$ cat src/rtl/ccr_pkg.sv
package ccr_pkg;

    typedef enum logic [2:0] {
        ST_IDLE,
        ST_CONV,
        ST_WAIT_HI,
        ST_WAIT_LO,
        ST_SETUP,
        ST_SHIFT,
        ST_HOLD,
        ST_DONE
    } ccr_state_e;

    function automatic int unsigned ccr_max(input int unsigned a, input int unsigned b);
        return (a > b) ? a : b;
    endfunction

endpackage

$ cat src/rtl/ccr_sclk_tick.sv
module ccr_sclk_tick #(
    parameter int unsigned HALF_DIV = 8
) (
    input  logic clk,
    input  logic rst_n,
    input  logic en_i,
    output logic tick_o
);
    localparam int unsigned CW = ccr_pkg::ccr_max($clog2(HALF_DIV), 1);

    logic [CW-1:0] div_q;
    logic          wrap;

    assign wrap   = (div_q == CW'(HALF_DIV - 1));
    assign tick_o = en_i && wrap;

    always_ff @(posedge clk or negedge rst_n) begin
        if (!rst_n) begin
            div_q <= '0;
        end else if (!en_i || wrap) begin
            div_q <= '0;
        end else begin
            div_q <= div_q + 1'b1;
        end
    end

    // the divider never runs past its terminal count
    assert_div_bound_R4: assert property (@(posedge clk) disable iff (!rst_n)
        div_q <= CW'(HALF_DIV - 1));

endmodule

$ cat src/rtl/ccr_pace_timer.sv
module ccr_pace_timer #(
    parameter int unsigned PERIOD = 2000
) (
    input  logic clk,
    input  logic rst_n,
    input  logic run_i,
    output logic fire_o
);
    generate
        if (PERIOD == 0) begin : g_off
            logic unused_in;
            assign unused_in = clk ^ rst_n ^ run_i;
            assign fire_o    = 1'b0;
        end else begin : g_on
            localparam int unsigned TW = ccr_pkg::ccr_max($clog2(PERIOD), 1);
            logic [TW-1:0] tmr_q;
            logic          last;

            assign last   = (tmr_q == TW'(PERIOD - 1));
            assign fire_o = run_i && last;

            always_ff @(posedge clk or negedge rst_n) begin
                if (!rst_n) begin
                    tmr_q <= '0;
                end else if (!run_i || last) begin
                    tmr_q <= '0;
                end else begin
                    tmr_q <= tmr_q + 1'b1;
                end
            end

            // no timer trigger while the timer is disabled
            assert_timer_quiet_R11: assert property (@(posedge clk) disable iff (!rst_n)
                !run_i |=> (tmr_q == '0));
        end
    endgenerate

endmodule

$ cat src/rtl/ccr_deser.sv
module ccr_deser #(
    parameter int unsigned N_DEV  = 2,
    parameter int unsigned WORD_W = 16
) (
    input  logic                    clk,
    input  logic                    rst_n,
    input  logic                    shift_i,
    input  logic                    bit_i,
    input  logic                    load_i,
    output logic [N_DEV*WORD_W-1:0] words_o
);
    localparam int unsigned TOTAL = N_DEV * WORD_W;
    localparam int unsigned BW    = $clog2(TOTAL + 1);

    logic [TOTAL-1:0]        sr_q;
    logic [BW-1:0]           bit_cnt_q;
    logic [N_DEV*WORD_W-1:0] split;

    always_ff @(posedge clk or negedge rst_n) begin
        if (!rst_n) begin
            sr_q <= '0;
        end else if (shift_i) begin
            sr_q <= {sr_q[TOTAL-2:0], bit_i};
        end
    end

    always_ff @(posedge clk or negedge rst_n) begin
        if (!rst_n) begin
            bit_cnt_q <= '0;
        end else if (load_i) begin
            bit_cnt_q <= '0;
        end else if (shift_i) begin
            bit_cnt_q <= bit_cnt_q + 1'b1;
        end
    end

    // First-received word sits at the top of the shift register.
    generate
        for (genvar g = 0; g < N_DEV; g++) begin : g_split
            assign split[g*WORD_W +: WORD_W] = sr_q[TOTAL-1-g*WORD_W -: WORD_W];
        end
    endgenerate

    always_ff @(posedge clk or negedge rst_n) begin
        if (!rst_n) begin
            words_o <= '0;
        end else if (load_i) begin
            words_o <= split;
        end
    end

    // never more bits than the chain holds
    assert_no_overflow_R6: assert property (@(posedge clk) disable iff (!rst_n)
        shift_i |-> (bit_cnt_q < BW'(TOTAL)));

    // words are published only once the whole chain has been shifted in
    assert_full_frame_R6: assert property (@(posedge clk) disable iff (!rst_n)
        load_i |-> (bit_cnt_q == BW'(TOTAL)));

endmodule

$ cat src/rtl/chain_conv_reader.sv
module chain_conv_reader #(
    parameter int unsigned N_DEV        = 2,
    parameter int unsigned WORD_W       = 16,
    parameter int unsigned HALF_DIV     = 8,
    parameter int unsigned CNV_W        = 2,
    parameter int unsigned TIMER_PERIOD = 2000
) (
    input  logic                    clk,
    input  logic                    rst_n,
    input  logic                    start_i,
    input  logic                    auto_i,
    input  logic                    busy_i,
    input  logic                    sdi_i,
    output logic                    cnv_o,
    output logic                    cs_n_o,
    output logic                    sclk_o,
    output logic [N_DEV*WORD_W-1:0] words_o,
    output logic                    done_o,
    output logic                    active_o
);
    import ccr_pkg::*;

    localparam int unsigned TOTAL = N_DEV * WORD_W;
    localparam int unsigned EDGES = 2 * TOTAL;
    localparam int unsigned EW    = $clog2(EDGES + 1);
    localparam int unsigned CW    = ccr_max($clog2(ccr_max(CNV_W, HALF_DIV) + 1), 1);

    ccr_state_e     state_q, state_d;
    logic [CW-1:0]  cnt_q;
    logic [EW-1:0]  edge_q;
    logic           sclk_q;
    logic           tick;
    logic           fire;
    logic           trig;
    logic           last_edge;
    logic           sample;

    ccr_sclk_tick #(.HALF_DIV(HALF_DIV)) u_tick (
        .clk    (clk),
        .rst_n  (rst_n),
        .en_i   (state_q == ST_SHIFT),
        .tick_o (tick)
    );

    ccr_pace_timer #(.PERIOD(TIMER_PERIOD)) u_timer (
        .clk    (clk),
        .rst_n  (rst_n),
        .run_i  (auto_i),
        .fire_o (fire)
    );

    assign trig      = start_i || fire;
    assign last_edge = tick && (edge_q == EW'(EDGES - 1));
    assign sample    = (state_q == ST_SHIFT) && tick && sclk_q;

    ccr_deser #(.N_DEV(N_DEV), .WORD_W(WORD_W)) u_deser (
        .clk     (clk),
        .rst_n   (rst_n),
        .shift_i (sample),
        .bit_i   (sdi_i),
        .load_i  (state_d == ST_DONE),
        .words_o (words_o)
    );

    // State register
    always_ff @(posedge clk or negedge rst_n) begin
        if (!rst_n) begin
            state_q <= ST_IDLE;
        end else begin
            state_q <= state_d;
        end
    end

    // Next-state logic
    always_comb begin
        state_d = state_q;
        unique case (state_q)
            ST_IDLE:    if (trig)                         state_d = ST_CONV;
            ST_CONV:    if (cnt_q == CW'(CNV_W - 1))      state_d = ST_WAIT_HI;
            ST_WAIT_HI: if (busy_i)                       state_d = ST_WAIT_LO;
            ST_WAIT_LO: if (!busy_i)                      state_d = ST_SETUP;
            ST_SETUP:   if (cnt_q == CW'(HALF_DIV - 1))   state_d = ST_SHIFT;
            ST_SHIFT:   if (last_edge)                    state_d = ST_HOLD;
            ST_HOLD:    if (cnt_q == CW'(HALF_DIV - 1))   state_d = ST_DONE;
            ST_DONE:                                      state_d = ST_IDLE;
            default:                                      state_d = ST_IDLE;
        endcase
    end

    // Dwell counter, restarted on every state change
    always_ff @(posedge clk or negedge rst_n) begin
        if (!rst_n) begin
            cnt_q <= '0;
        end else if (state_d != state_q) begin
            cnt_q <= '0;
        end else if (cnt_q != '1) begin
            cnt_q <= cnt_q + 1'b1;
        end
    end

    // Serial clock edge counter
    always_ff @(posedge clk or negedge rst_n) begin
        if (!rst_n) begin
            edge_q <= '0;
        end else if (state_q != ST_SHIFT) begin
            edge_q <= '0;
        end else if (tick) begin
            edge_q <= edge_q + 1'b1;
        end
    end

    // Registered outputs
    always_ff @(posedge clk or negedge rst_n) begin
        if (!rst_n) begin
            cnv_o    <= 1'b0;
            cs_n_o   <= 1'b1;
            done_o   <= 1'b0;
            active_o <= 1'b0;
            sclk_q   <= 1'b0;
        end else begin
            cnv_o    <= (state_d == ST_CONV);
            cs_n_o   <= !((state_d == ST_SETUP) || (state_d == ST_SHIFT) || (state_d == ST_HOLD));
            done_o   <= (state_d == ST_DONE);
            active_o <= (state_d != ST_IDLE);
            if (state_q != ST_SHIFT) begin
                sclk_q <= 1'b0;
            end else if (tick) begin
                sclk_q <= !sclk_q;
            end
        end
    end

    assign sclk_o = sclk_q;

    // the clock is parked low whenever the string is deselected
    assert_sclk_idle_R3: assert property (@(posedge clk) disable iff (!rst_n)
        cs_n_o |-> !sclk_o);

    // selection only follows a sampled low busy flag
    assert_cs_after_busy_R2: assert property (@(posedge clk) disable iff (!rst_n)
        $fell(cs_n_o) |-> !$past(busy_i));

    // a convert strobe never starts during an active cycle
    assert_cnv_from_idle_R10: assert property (@(posedge clk) disable iff (!rst_n)
        $rose(cnv_o) |-> !$past(active_o));

    // completion is a single-cycle pulse
    assert_done_single_R9: assert property (@(posedge clk) disable iff (!rst_n)
        done_o |=> !done_o);

    // the edge counter never passes the frame length
    assert_edge_bound_R6: assert property (@(posedge clk) disable iff (!rst_n)
        (state_q == ST_SHIFT) |-> (edge_q < EW'(EDGES)));

    // strobe and selection never overlap
    assert_cnv_deselected_R1: assert property (@(posedge clk) disable iff (!rst_n)
        cnv_o |-> cs_n_o);

endmodule

$ cat config.mk
export PLATFORM = sky130hd
export DESIGN_NAME = chain_conv_reader
export DESIGN_NICKNAME = d
export VERILOG_FILES = /design/src/rtl/ccr_pkg.sv /design/src/rtl/ccr_sclk_tick.sv /design/src/rtl/ccr_pace_timer.sv /design/src/rtl/ccr_deser.sv /design/src/rtl/chain_conv_reader.sv
export SDC_FILE = /design/constraint.sdc
export NUM_CORES = 1
export LEC_CHECK = 0
export BUFFER_PORTS_ARGS = -buffer_cell sky130_fd_sc_hd__clkbuf_2
export CAP_MARGIN = 20
export CORE_ASPECT_RATIO = 0.8
export CORE_UTILIZATION = 45
export DETAILED_ROUTE_END_ITERATION = 10
export GPL_TIMING_DRIVEN = 0
export SYNTH_ARGS = -nofsm -noshare
export SYNTH_HDL_FRONTEND = slang
export SYNTH_SLANG_ARGS = --single-unit
$ cat constraint.sdc
create_clock -name clk -period 2.2 [get_ports clk]
set_clock_uncertainty 0.1 [all_clocks]
set_input_delay 0.33 -clock clk [delete_from_list [all_inputs] [get_ports clk]]
set_output_delay 0.33 -clock clk [all_outputs]
set_load 0.005 [all_outputs]
==> impl_metrics.env <==
export IMPL_ys_seq_elements=97
export IMPL_setup_viol=0
export IMPL_drv_slew=0
export IMPL_p_leak_nw=2.41
export IMPL_die_h_um=86.8
export IMPL_yosys_warnings=0
export IMPL_synthesis_area_mm2=0.00404
export IMPL_pin_count=43
export IMPL_yosysSeqAreaShare=0.601
export IMPL_overflow=0
export IMPL_num_antenna_cells=0
export IMPL_status="finished clean"
export IMPL_tightest_slew_ns=0.599
export IMPL_met1_length_mm=3.19
export IMPL_cts_root_buf="clkbuf_8"
export IMPL_hp_class="in2reg"
export IMPL_start_util=0.470
export IMPL_cts_tree="built"
export IMPL_wl_mm=6.50
export IMPL_place_gp_congestion=0.815
export IMPL_synth_edf_count=0
export IMPL_netlist_instances=292
export IMPL_dr_max_layer_used="met4"
export IMPL_ant_nets=0
export IMPL_ys_flop_type="dfrtp_1"
export IMPL_io_buffers=42
export IMPL_crit_required_ns=2.36
export IMPL_report_power_total_w=0.00382
export IMPL_dpl_hpwl_mm=4.45
export IMPL_critPathArrivalTime_ns=2.25
export IMPL_drc=0
export IMPL_worstSetupPathType="reg2reg"
export IMPL_wl_met2_mm=3.00
export IMPL_die_x_um=108
export IMPL_nets=364
export IMPL_cts_buffers_inserted=9
export IMPL_peakVddDrop_uv=360
export IMPL_core_area_mm2=0.00860
export IMPL_cp_start_kind="register"
export IMPL_via_per_inst=5.06
export IMPL_clkTransAtPathRegs_ns=0.10
export IMPL_ctsLongestPathBuffers=2
export IMPL_yosysUniqueCellTypes=46
export IMPL_drt_iter0_markers=46
export IMPL_hold_viol_final=0
export IMPL_dr_total_vias=2372
export IMPL_max_slew_margin_rel=0.599
export IMPL_critPathCaptureType="register"
export IMPL_area_growth_pct=16.3
export IMPL_std_cell_rows=30
export IMPL_antenna_found_initial=0
export IMPL_finish_instance_area_mm2=0.00470
export IMPL_drt_first_pass_iters=4
export IMPL_clkSinkCount=97
export IMPL_max_freq_mhz=478
export IMPL_grt_total_usage=0.154
export IMPL_syn_avg_cell_area_um2=13.8
export IMPL_cts_max_level=3
export IMPL_grt_max_degree=66
export IMPL_die_area_mm2=0.00937
export IMPL_async_flop_share=1.00
export IMPL_pwr_density_cell_mw_per_mm2=811
export IMPL_placed_cell_area_mm2=0.00442
export IMPL_syn_nets=304
export IMPL_utilization=0.547
export IMPL_finalCritPeriodShare=0.951
export IMPL_finalCriticalPeriod_ns=2.09
export IMPL_post_drt_wl_per_cell_um=13.9
export IMPL_grt_pass1_wl_mm=11.2
export IMPL_crit_path_max_fanout=10
export IMPL_grt_pass1_vias=2314
export IMPL_clk_latency_ns=0.36
export IMPL_dr_wl_met3_um=206
export IMPL_drv_cap=0
export IMPL_drive_above_1_share=0.423
-- logic make-up after synthesis --
family	synth area share
AO/OA/AOI/OAI	0.0418
XOR/XNOR	0.0282
adder cells (fa/ha/maj)	0.0186
buffers and inverters	0.0257
flip-flops	0.601
multiplexers	0.189
AND/OR/NAND/NOR	0.0963
-- worst max-delay path, cell delays in order (launching register included) --
cell      delay (ns)
dfrtp_1         0.36
ha_1            0.15
ha_1            0.15
buf_6           0.14
nand4_4         0.11
o311a_4         0.39
or3_4           0.36
a211oi_2        0.25
-- registers in the layout, indices dropped and copies added (netlist names), 3 cells and up --
signal / count
u_deser.sr_q: 32
u_deser.words_o: 32
u_timer.g_on.tmr_q: 11
edge_q: 7
cnt_q: 4
state_q: 3
u_tick.div_q: 3
-- path summary, 6_finish.rpt --
path | from | to | slack [ns] | cells after the start
setup / recovery | u_tick.div_q[0] | cnt_q[0] | 0.11 | 7
hold / removal | sdi_i | u_deser.sr_q[0] | 0.10 | 2
setup reg to reg | u_tick.div_q[0] | cnt_q[0] | 0.11 | 7
hold reg to reg | u_tick.div_q[0] | u_tick.div_q[0] | 0.34 | 1
max in group asynchronous | rst_n | u_deser.words_o[10] | 0.94 | 3
min in group asynchronous | rst_n | u_timer.g_on.tmr_q[10] | 0.39 | 2
-- area by class of cell --
cell class,count,area (um^2)
sequential,97,2430
multi-input combinational,178,1530
inverter,5,18.8
clock buffer,10,138
fill,763,3890
buffer,12,85.1
tap,112,140
timing repair buffer,49,288
clock inverter,6,78.8
-- power by group --
group | switching, W | internal [W]
combinational | 0.000354 | 0.000282
clock | 0.000658 | 0.000586
sequential | 0.0000571 | 0.00188
total | 0.00107 | 0.00275
-- per-stage QoR --
stage	hold WS [ns]	setup slack (ns)	setup TNS, ns	cells
after floorplan	-0.0656	0.262	0	292
after global placement	0.326	-0.550	-52.02	446
after detailed placement	0.253	0.0484	0	447
after CTS	0.0820	0.0312	0	464
after global routing	0.0795	-0.00688	-0.00688	469
final	0.101	0.108	0	469
-- routing by layer --
metal  vias to the layer above  global-route usage
met5                         -                   0
met4                         0              0.0535
met3                        10              0.0429
met2                        35               0.238
met1                      1175               0.209
li1                       1152                   -
-- cells in the mapped netlist (2+ instances only) --
cell type,instances,share of area
nor4_1,2,0.0031
clkbuf_1,2,0.0019
nor3_1,7,0.0087
nand3b_1,2,0.0037
buf_6,3,0.0084
a21oi_1,5,0.0062
ha_1,6,0.019
inv_1,5,0.0046
or3_1,2,0.0031
mux2i_1,3,0.0074
buf_2,6,0.0074
a211oi_1,3,0.0056
xor2_1,8,0.017
nand2b_1,2,0.0031
o21ai_0,5,0.0062
nor3b_1,2,0.0037
or2_2,2,0.0031
nor2_1,19,0.018
xnor2_1,5,0.011
nand4_1,4,0.0062
nand2_1,11,0.010
dfrtp_1,96,0.59
a311oi_1,2,0.0043
mux2_2,65,0.18
nand3_1,4,0.0050
-- cells in the final DEF (no fill, tap or decap), drive strengths merged, types with 2 or more instances in the layout --
cell    count
ha          6
or3         4
clkbuf     55
dfrtp      96
nand3b      2
mux2       65
nand2      11
o21ai       5
buf        15
nand2b      2
a21oi       5
a211oi      3
nor4        2
or2         2
mux2i       3
xor2        8
nand4       5
nor2       19
inv        10
nand3       4
nor3        7
xnor2       5
nor3b       2
a311oi      2
-- repair_timing --
item / CTS / global route
hold buffers: 1 / 0
buffers inserted: 0 / 5
resized for setup: 0 / 2
hold endpoints to repair: 31 / 0
endpoints found under the setup margin: 0 / 13
No activity file was read; power rests on OpenSTA's default activity.
